`src/rtl/sfc_pkg.sv`:
```
package sfc_pkg;

  localparam int unsigned CS_COUNT = 4;
  localparam int unsigned ADDR_W   = 5;

  // register byte offsets
  localparam logic [ADDR_W-1:0] A_MODE = 5'h00;
  localparam logic [ADDR_W-1:0] A_CMD  = 5'h04;
  localparam logic [ADDR_W-1:0] A_STAT = 5'h08;
  localparam logic [ADDR_W-1:0] A_TXD  = 5'h0C;
  localparam logic [ADDR_W-1:0] A_RXD  = 5'h10;

  // bit positions
  localparam int unsigned M_SW     = 28;
  localparam int unsigned M_BURST  = 29;
  localparam int unsigned C_SEND   = 7;
  localparam int unsigned C_RDSTAT = 10;
  localparam int unsigned C_WREN   = 11;
  localparam int unsigned S_DONE   = 8;

  localparam logic [7:0] OP_RDSTAT = 8'h05;
  localparam logic [7:0] OP_WREN   = 8'h06;

  typedef enum logic [1:0] {JOB_SEND, JOB_RDSTAT, JOB_WREN} job_kind_e;

  typedef struct packed {
    job_kind_e   kind;
    logic [2:0]  txn;
    logic [2:0]  rxn;
    logic [1:0]  bank;
    logic [31:0] word;
  } job_t;

  // byte count field: values above four act as four
  function automatic logic [2:0] clamp_len(input logic [2:0] f);
    return (f > 3'd4) ? 3'd4 : f;
  endfunction

  // serial bit k -> word position (byte k/8, MSB of the byte first)
  function automatic logic [4:0] lane_pos(input logic [4:0] k);
    return {k[4:3], ~k[2:0]};
  endfunction

  // half-period index on which chip select is released: 2*bits + 1
  function automatic logic [7:0] last_phase(input logic [2:0] txn, input logic [2:0] rxn);
    logic [7:0] n;
    n = {5'b0, txn} + {5'b0, rxn};
    return (n << 4) + 8'd1;
  endfunction

endpackage

```
`src/rtl/sfc_half_tick.sv`:
```
module sfc_half_tick #(
  parameter int unsigned HALF_DIV = 2
) (
  input  logic clk,
  input  logic rst_n,
  input  logic run,
  output logic tick
);

  generate
    if (HALF_DIV <= 1) begin : g_every
      assign tick = run;
    end else begin : g_count
      localparam int unsigned   CW   = $clog2(HALF_DIV);
      localparam logic [CW-1:0] LAST = CW'(HALF_DIV - 1);
      logic [CW-1:0] cnt_q;

      always_ff @(posedge clk or negedge rst_n) begin
        if (!rst_n)                      cnt_q <= '0;
        else if (!run || cnt_q == LAST)  cnt_q <= '0;
        else                             cnt_q <= cnt_q + 1'b1;
      end

      assign tick = run && (cnt_q == LAST);

      AST_TICK_SPACED: assert property (@(posedge clk) disable iff (!rst_n)
        tick |=> !tick);
    end
  endgenerate

endmodule

```
`src/rtl/sfc_shift_seq.sv`:
```
module sfc_shift_seq
  import sfc_pkg::*;
(
  input  logic                clk,
  input  logic                rst_n,
  input  logic                start,
  input  job_t                job,
  input  logic                tick,
  input  logic                miso,
  output logic                busy,
  output logic                fin_evt,
  output logic [31:0]         rx_word,
  output logic                sclk,
  output logic                mosi,
  output logic [CS_COUNT-1:0] cs_n
);

  logic                busy_q, sclk_q, mosi_q;
  logic [CS_COUNT-1:0] cs_q;
  logic [7:0]          ph_q, last_q, ph_n, ph_m1;
  logic [5:0]          txbits_q;
  logic [31:0]         word_q, rx_q;
  logic [6:0]          k_fall, k_rise, r_idx;
  logic                accept;

  assign accept = start && !busy_q;
  assign ph_n   = ph_q + 8'd1;
  assign ph_m1  = ph_n - 8'd1;
  assign k_fall = ph_m1[7:1];
  assign k_rise = ph_n[7:1] - 7'd1;
  assign r_idx  = k_rise - {1'b0, txbits_q};

  // completion event: release of chip select on this edge
  assign fin_evt = busy_q && tick && (ph_n == last_q);

  always_ff @(posedge clk or negedge rst_n) begin
    if (!rst_n) begin
      busy_q   <= 1'b0;
      sclk_q   <= 1'b1;
      mosi_q   <= 1'b0;
      cs_q     <= '1;
      ph_q     <= '0;
      last_q   <= '0;
      txbits_q <= '0;
      word_q   <= '0;
      rx_q     <= '0;
    end else if (accept) begin
      busy_q   <= 1'b1;
      sclk_q   <= 1'b1;
      mosi_q   <= 1'b0;
      cs_q     <= ~(CS_COUNT'(1) << job.bank);
      ph_q     <= '0;
      last_q   <= last_phase(job.txn, job.rxn);
      txbits_q <= {job.txn, 3'b000};
      word_q   <= job.word;
      rx_q     <= '0;
    end else if (busy_q && tick) begin
      ph_q <= ph_n;
      if (fin_evt) begin
        busy_q <= 1'b0;
        cs_q   <= '1;
        sclk_q <= 1'b1;
        mosi_q <= 1'b0;
      end else if (ph_n[0]) begin
        sclk_q <= 1'b0;
        mosi_q <= (k_fall < {1'b0, txbits_q}) ? word_q[lane_pos(k_fall[4:0])] : 1'b0;
      end else begin
        sclk_q <= 1'b1;
        if (k_rise >= {1'b0, txbits_q}) rx_q[lane_pos(r_idx[4:0])] <= miso;
      end
    end
  end

  assign busy    = busy_q;
  assign rx_word = rx_q;
  assign sclk    = sclk_q;
  assign mosi    = mosi_q;
  assign cs_n    = cs_q;

  logic cs_act;
  assign cs_act = !(&cs_q);

  AST_CS_ONEHOT: assert property (@(posedge clk) disable iff (!rst_n)
    $onehot0(~cs_q));
  AST_SCLK_IDLE_HIGH: assert property (@(posedge clk) disable iff (!rst_n)
    !cs_act |-> sclk_q);
  AST_MOSI_ON_FALL: assert property (@(posedge clk) disable iff (!rst_n)
    (cs_act && $past(cs_act) && !$stable(mosi_q)) |-> (!sclk_q && $past(sclk_q)));
  AST_START_IDLE: assert property (@(posedge clk) disable iff (!rst_n)
    start |-> !busy_q);

endmodule

```
`src/rtl/sfc_regs.sv`:
```
module sfc_regs
  import sfc_pkg::*;
(
  input  logic              clk,
  input  logic              rst_n,
  input  logic              bus_wr,
  input  logic [ADDR_W-1:0] bus_addr,
  input  logic [31:0]       bus_wdata,
  output logic [31:0]       bus_rdata,
  input  logic              busy,
  input  logic              fin_evt,
  input  logic [31:0]       rx_word,
  output logic              start,
  output job_t              job
);

  logic        sw_q, burst_q, tff_q;
  logic [2:0]  txf_q, rxf_q;
  logic [1:0]  bank_q;
  logic [31:0] tx_q, rxd_q;
  logic [7:0]  fstat_q;
  job_kind_e   kind_q;

  logic wr_mode, wr_cmd, wr_stat, wr_txd, trig, clr_req;

  assign wr_mode = bus_wr && (bus_addr == A_MODE);
  assign wr_cmd  = bus_wr && (bus_addr == A_CMD) && !busy;
  assign wr_stat = bus_wr && (bus_addr == A_STAT);
  assign wr_txd  = bus_wr && (bus_addr == A_TXD);
  assign trig    = bus_wdata[C_SEND] | bus_wdata[C_RDSTAT] | bus_wdata[C_WREN];
  assign start   = wr_cmd && trig;
  assign clr_req = wr_stat && !bus_wdata[S_DONE];

  // job decode, priority: write enable, status read, send
  always_comb begin
    job.bank = bus_wdata[13:12];
    if (bus_wdata[C_WREN]) begin
      job.kind = JOB_WREN;
      job.txn  = 3'd1;
      job.rxn  = 3'd0;
      job.word = {24'b0, OP_WREN};
    end else if (bus_wdata[C_RDSTAT]) begin
      job.kind = JOB_RDSTAT;
      job.txn  = 3'd1;
      job.rxn  = 3'd1;
      job.word = {24'b0, OP_RDSTAT};
    end else begin
      job.kind = JOB_SEND;
      job.txn  = clamp_len(bus_wdata[2:0]);
      job.rxn  = clamp_len(bus_wdata[6:4]);
      job.word = tx_q;
    end
  end

  always_ff @(posedge clk or negedge rst_n) begin
    if (!rst_n) begin
      sw_q    <= 1'b0;
      burst_q <= 1'b0;
      txf_q   <= '0;
      rxf_q   <= '0;
      bank_q  <= '0;
      tx_q    <= '0;
      rxd_q   <= '0;
      fstat_q <= '0;
      tff_q   <= 1'b0;
      kind_q  <= JOB_SEND;
    end else begin
      if (wr_mode) begin
        sw_q    <= bus_wdata[M_SW];
        burst_q <= bus_wdata[M_BURST];
      end
      if (wr_cmd) begin
        txf_q  <= bus_wdata[2:0];
        rxf_q  <= bus_wdata[6:4];
        bank_q <= bus_wdata[13:12];
      end
      if (start) kind_q <= job.kind;
      if (wr_txd) tx_q <= bus_wdata;
      if (fin_evt) begin
        if (kind_q == JOB_SEND)   rxd_q   <= rx_word;
        if (kind_q == JOB_RDSTAT) fstat_q <= rx_word[7:0];
      end
      // completion wins over a same-cycle clear
      if (fin_evt)      tff_q <= 1'b1;
      else if (clr_req) tff_q <= 1'b0;
    end
  end

  always_comb begin
    bus_rdata = '0;
    unique case (bus_addr)
      A_MODE: begin
        bus_rdata[M_SW]    = sw_q;
        bus_rdata[M_BURST] = burst_q;
      end
      A_CMD: begin
        bus_rdata[2:0]   = txf_q;
        bus_rdata[6:4]   = rxf_q;
        bus_rdata[13:12] = bank_q;
      end
      A_STAT: begin
        bus_rdata[7:0]    = fstat_q;
        bus_rdata[S_DONE] = tff_q;
      end
      A_TXD:   bus_rdata = tx_q;
      A_RXD:   bus_rdata = rxd_q;
      default: bus_rdata = '0;
    endcase
  end

  AST_DONE_STICKY: assert property (@(posedge clk) disable iff (!rst_n)
    (tff_q && !clr_req) |=> tff_q);
  AST_FIN_SETS_DONE: assert property (@(posedge clk) disable iff (!rst_n)
    fin_evt |=> tff_q);
  AST_CMD_FROZEN: assert property (@(posedge clk) disable iff (!rst_n)
    busy |=> ($stable(bank_q) && $stable(txf_q) && $stable(rxf_q)));

endmodule

```
`src/rtl/sfc_engine.sv`:
```
module sfc_engine
  import sfc_pkg::*;
#(
  parameter int unsigned HALF_DIV = 2
) (
  input  logic                clk,
  input  logic                rst_n,
  input  logic                bus_wr,
  input  logic [ADDR_W-1:0]   bus_addr,
  input  logic [31:0]         bus_wdata,
  output logic [31:0]         bus_rdata,
  output logic                sclk,
  output logic                mosi,
  input  logic                miso,
  output logic [CS_COUNT-1:0] cs_n
);

  logic        start, busy, fin_evt, tick;
  job_t        job;
  logic [31:0] rx_word;

  sfc_regs u_regs (
    .clk       (clk),
    .rst_n     (rst_n),
    .bus_wr    (bus_wr),
    .bus_addr  (bus_addr),
    .bus_wdata (bus_wdata),
    .bus_rdata (bus_rdata),
    .busy      (busy),
    .fin_evt   (fin_evt),
    .rx_word   (rx_word),
    .start     (start),
    .job       (job)
  );

  sfc_half_tick #(.HALF_DIV(HALF_DIV)) u_tick (
    .clk   (clk),
    .rst_n (rst_n),
    .run   (busy),
    .tick  (tick)
  );

  sfc_shift_seq u_seq (
    .clk     (clk),
    .rst_n   (rst_n),
    .start   (start),
    .job     (job),
    .tick    (tick),
    .miso    (miso),
    .busy    (busy),
    .fin_evt (fin_evt),
    .rx_word (rx_word),
    .sclk    (sclk),
    .mosi    (mosi),
    .cs_n    (cs_n)
  );

endmodule

```
`config.mk`:
```
export PLATFORM = sky130hd
export DESIGN_NAME = sfc_engine
export DESIGN_NICKNAME = d
export VERILOG_FILES = /design/src/rtl/sfc_pkg.sv /design/src/rtl/sfc_half_tick.sv /design/src/rtl/sfc_shift_seq.sv /design/src/rtl/sfc_regs.sv /design/src/rtl/sfc_engine.sv
export SDC_FILE = /design/constraint.sdc
export NUM_CORES = 1
export LEC_CHECK = 0
export ABC_AREA = 1
export ABC_CLOCK_PERIOD_IN_PS = 2950
export BUFFER_PORTS_ARGS = -buffer_cell sky130_fd_sc_hd__buf_2
export CAP_MARGIN = 20
export CORE_ASPECT_RATIO = 1.1
export CORE_MARGIN = 3
export CORE_UTILIZATION = 47
export CTS_CLUSTER_DIAMETER = 80
export DETAILED_ROUTE_END_ITERATION = 12
export PLACE_DENSITY = 0.75
export SLEW_MARGIN = 0
export SYNTH_ARGS = -nofsm -noshare
export SYNTH_HDL_FRONTEND = slang
export SYNTH_SLANG_ARGS = --single-unit
export TNS_END_PERCENT = 50
```
`constraint.sdc`:
```
create_clock -name clk -period 2.95 [get_ports clk]
set_input_delay 0.1475 -clock clk [delete_from_list [all_inputs] [get_ports clk]]
set_output_delay 0.1475 -clock clk [all_outputs]
set_load 0.05 [all_outputs]
```
==> implementation parameters <==
Parameter                              Value

Drt
  Aggregate routed wire length    27000 µm
  Mean number of vias per cell    5.69
  First drt pass iteration count    6
  Number of remaining DRC errors    0
  Final antenna-violating net count    0
  Initial drt markers    969
  Vias    8801
  WL per Instance    17.5 µm

Cells and area
  Final non-filler cell area    0.0111 mm²
  Final #Nets    1342
  Util after Layout    59.5%
  Antenna Cells    0
  Area growth from synthesis to final layout    22.6%
  Count of non-filler cells in the finished layout    between 1500 and 2000
  Layout cell share with drive strength beyond 1    about a fifth

CTS
  Root buf cell    sky130_fd_sc_hd__clkbuf_16
  Clock transition at the registers of the reported paths    0.07 ns
  Max H-tree Level    4
  Number of buffers between clock root and the deepest sink    2
  Clk_lat worst skew    approximately 0.44 ns
  CTS tree    built
  TritonCTS sink count    approximately 170
  Number of CTS-inserted buffers    17

Setup path
  Reg2reg start    u_seq.ph_q[0]$_DFFE_PN0P_
  Data arrival time of the critical path    ~3.4 ns
  Critical Path Source Type    register
  Reg2Reg Capture Point    u_seq.rx_word[13]$_DFFE_PN0P_
  Capturing element of the worst setup path    u_seq.rx_word[13]$_DFFE_PN0P_
  Endpoint kind of the worst setup timing path    register
  Maximum fanout count along the critical path    4
  Required time worst endpoint    3.28 ns
  Setup crit start    u_seq.ph_q[0]$_DFFE_PN0P_
  R2R depth    18
  Worst Setup Path Type    register to register
  FF-to-FF setup slack    -0.07 ns

Power
  Internal power    3.96 mW
  Highest ir drop seen on vdd    0.000407 V
  Proportion of power drawn by combinational gates    ~6.0%
  Switching power as a share of total power    24.0%
  Clock share of power    ~44%
  Total power divided by cell area    469 mW/mm²
  Switching power summed over all nets    1.25 mW
  Relative contribution of sequential cells to total power    50.0%
  Total chip power    5.21 mW
  P_leak    5.47 nW

Synthesis
  Gate count after technology mapping    1184
  Dominant synthesized flop cell    sky130_fd_sc_hd__dfrtp_1
  Number of warning messages in the yosys log    0
  Synth Area in Simple Gates    30.0%
  Combinational family with the most area after synthesis    simple AND/OR/NAND/NOR gates
  Yosys top cell area share    a little under half
  Flops & latches, synth    173
  Share of the yosys chip area belonging to registers    47.8%
  Most frequent cell after synthesis    sky130_fd_sc_hd__nand2_1
  Mux share of post-synthesis cell area    2.48%
  Count of unique library cells instantiated by Yosys    37
  Most used standard cells in the synthesized netlist    sky130_fd_sc_hd__nand2_1, sky130_fd_sc_hd__dfrtp_1, sky130_fd_sc_hd__inv_1
  Syn nets    around 1200
  Netlist area before placement    just over 0.009 mm²
  Synth Area per Inst    7.66 µm²
  Dominant cell type by area after synthesis    sky130_fd_sc_hd__dfrtp_1
  Ys async rst share    between 90% and 100%
  EDFF count, synth    0
  Xor and xnor area share after synthesis    0.290%
  Synth Area in Compound Gates    a little under a tenth
  Area contributors post-synth    sky130_fd_sc_hd__dfrtp_1, sky130_fd_sc_hd__nand2_1, sky130_fd_sc_hd__o21ai_0
  Fraction of the mapped netlist area in adder cells    1.68%

Outcome
  Status    finished, violations left
  Violations in the final reports    setup timing

Global routing
  Remaining global-route overflow    0
  Antenna violations before repair    0
  First-pass GRT wire length    41800 µm
  Largest net degree at the start of global routing    74
  Vias in the first global route    8148
  Global Route Usage Sum    about 25%

Timing
  Achievable clock frequency    331 MHz
  Crit path time final    3.02 ns
  Min setup slack post-route    -0.0722 ns
  Number of failing hold endpoints at the final stage    0
  Pin slew with the least headroom to its limit    around 1.2 ns
  Rel. slew slack    22.2%
  Number of failing setup endpoints in the final timing report    18
  Worst Clk Skew    a little over 0.008 ns
  Setup repair after global routing missed its margin    true
  Pins Over Slew Limit    0
  Final clock period utilization by the worst path    102%

Floorplan
  Area of the core    0.0187 mm²
  Effective utilization at floorplan    48.6%
  Number of top-level pins    79
  Die boundary width    138 µm
  Die extent in y    between 150 and 200 µm
  Number of core rows    52
  Total Die Area    0.0210 mm²

Placed design
  Area after DPL    0.00987 mm²
  Post-DP HPWL    17300 µm
  Port Buf Inserts    78
  Routability Congestion    0.902
  Inst Count DP    roughly 1500

Flow run
  Max Cap Viol    0

Hold path
  Hold WC Path Type    input pin to register
[power groups by stage]
stage                     Clock, mW  Sequential, mW  Combinational [mW]
after floorplan                   0            2.59               0.158
after global placement            0            2.64               0.273
after detailed placement          0            2.64               0.281
after CTS                      2.32            2.60               0.307
after global routing           2.40            2.61               0.348
final                          2.29            2.61               0.311
[critical path, cell delays in order (launching register included)]
cell and delay [ns]:
sky130_fd_sc_hd__dfrtp_1 0.42, sky130_fd_sc_hd__ha_4 0.19, sky130_fd_sc_hd__nand2_2 0.09, sky130_fd_sc_hd__nand2_4 0.06, sky130_fd_sc_hd__nor2_4 0.12, sky130_fd_sc_hd__nand3_2 0.10
sky130_fd_sc_hd__nor2_4 0.14, sky130_fd_sc_hd__inv_2 0.05, sky130_fd_sc_hd__nand2_2 0.08, sky130_fd_sc_hd__inv_2 0.05, sky130_fd_sc_hd__ha_4 0.15, sky130_fd_sc_hd__fa_2 0.73
sky130_fd_sc_hd__nand2_4 0.12, sky130_fd_sc_hd__nor2_4 0.15, sky130_fd_sc_hd__nand2_2 0.08, sky130_fd_sc_hd__nand2_2 0.12, sky130_fd_sc_hd__nand4_1 0.11, sky130_fd_sc_hd__nand2_1 0.09
sky130_fd_sc_hd__nand2_1 0.05
[how the worst min path moves through the flow]
stage	end	cells past startpoint	slack [ns]	startpoint
after global routing	u_regs.tx_q[29]$_DFFE_PN0P_	3	0.05	bus_wdata[29]
after detailed placement	u_regs.bank_q[1]$_DFFE_PN0P_	1	0.22	rst_n
after CTS	u_regs.burst_q$_DFFE_PN0P_	3	0.01	bus_wdata[29]
after floorplan	u_regs.bank_q[0]$_DFFE_PN0P_	0	-0.15	rst_n
after global placement	u_regs.bank_q[1]$_DFFE_PN0P_	1	0.23	rst_n
final	u_regs.tx_q[29]$_DFFE_PN0P_	3	0.04	bus_wdata[29]
[cell families (layout without fill, tap and decap cells)]
group           after synthesis  count (layout)
compound gates              160             160
fa+ha+maj                    11              11
mux                          20              20
flops                       173             173
xor+xnor                      3               3
simple gates                630             630
buf+inv                     187             306
[state kept, by name, summed over array words and instances, names as in the netlist, 2 cells and up]
signal / cells
u_regs.bank_q: 2
u_regs.fstat_q: 8
u_regs.kind_q: 2
u_regs.rxd_q: 32
u_regs.rxf_q: 3
u_regs.tx_q: 32
u_regs.txf_q: 3
u_seq.cs_n: 4
u_seq.last_q: 5
u_seq.ph_q: 8
u_seq.rx_word: 32
u_seq.txbits_q: 3
u_seq.word_q: 32
[per-stage QoR]
stage / setup WS [ns] / TNS [ns] / hold WS, ns
2_1_floorplan: 0.0491 / 0 / -0.148
3_3_place_gp: 0.0660 / 0 / 0.229
3_5_place_dp: -0.00748 / -0.0131 / 0.223
4_1_cts: 0.00191 / 0 / 0.0143
5_1_grt: -0.178 / -3.90 / 0.0518
6_report: -0.0722 / -0.518 / 0.0377
[layer usage]
layer	global-route usage [%]	vias up	wire (µm)
li1	-	4094	-
met1	32.0	4190	10600
met2	41.8	448	13400
met3	3.92	69	2130
met4	9.93	0	860
met5	0	-	0
[cells in the final DEF (no fill, tap or decap), types with 3 or more instances in the layout]
cell	netlist	final
sky130_fd_sc_hd__a21oi_1	6	6
sky130_fd_sc_hd__buf_12	0	6
sky130_fd_sc_hd__buf_2	17	77
sky130_fd_sc_hd__buf_4	4	35
sky130_fd_sc_hd__buf_6	0	3
sky130_fd_sc_hd__bufinv_16	0	3
sky130_fd_sc_hd__clkbuf_16	0	20
sky130_fd_sc_hd__clkinv_2	0	5
sky130_fd_sc_hd__clkinvlp_4	0	4
sky130_fd_sc_hd__dfrtp_1	168	168
sky130_fd_sc_hd__dfstp_2	5	5
sky130_fd_sc_hd__dlygate4sd3_1	0	22
sky130_fd_sc_hd__ha_1	9	6
sky130_fd_sc_hd__ha_4	0	3
sky130_fd_sc_hd__inv_1	121	116
sky130_fd_sc_hd__inv_2	6	11
sky130_fd_sc_hd__mux2_2	20	20
sky130_fd_sc_hd__nand2_1	415	380
sky130_fd_sc_hd__nand2_2	3	34
sky130_fd_sc_hd__nand2_4	0	4
sky130_fd_sc_hd__nand3_1	59	56
sky130_fd_sc_hd__nand4_1	67	67
sky130_fd_sc_hd__nor2_1	37	23
sky130_fd_sc_hd__nor2_2	3	5
sky130_fd_sc_hd__nor2_4	1	13
sky130_fd_sc_hd__nor3_1	40	32
sky130_fd_sc_hd__nor3_2	1	9
sky130_fd_sc_hd__o2111ai_1	6	6
sky130_fd_sc_hd__o211ai_1	5	5
sky130_fd_sc_hd__o21ai_0	96	96
sky130_fd_sc_hd__o21ai_1	31	30
sky130_fd_sc_hd__o221ai_1	3	3
sky130_fd_sc_hd__o22ai_1	9	9
[area by class of cell]
class                           instances  area (µm²)
Clock buffer                           20         447
Clock inverter                         12         145
Fill cell                            1534        7560
Inverter                              128         480
Multi-Input combinational cell        824        4300
Sequential cell                       173        4340
Tap cell                              243         304
Timing Repair Buffer                  146        1100
[repair_timing]
item	in CTS	in global routing
setup endpoints to repair	15	32
hold buffers	22	0
cloned	0	4
gates resized for setup	2	84
setup buffers	0	6
hold endpoints to repair	88	0
pin swaps	0	48
Note: power is estimated with default switching activity, not from simulation.
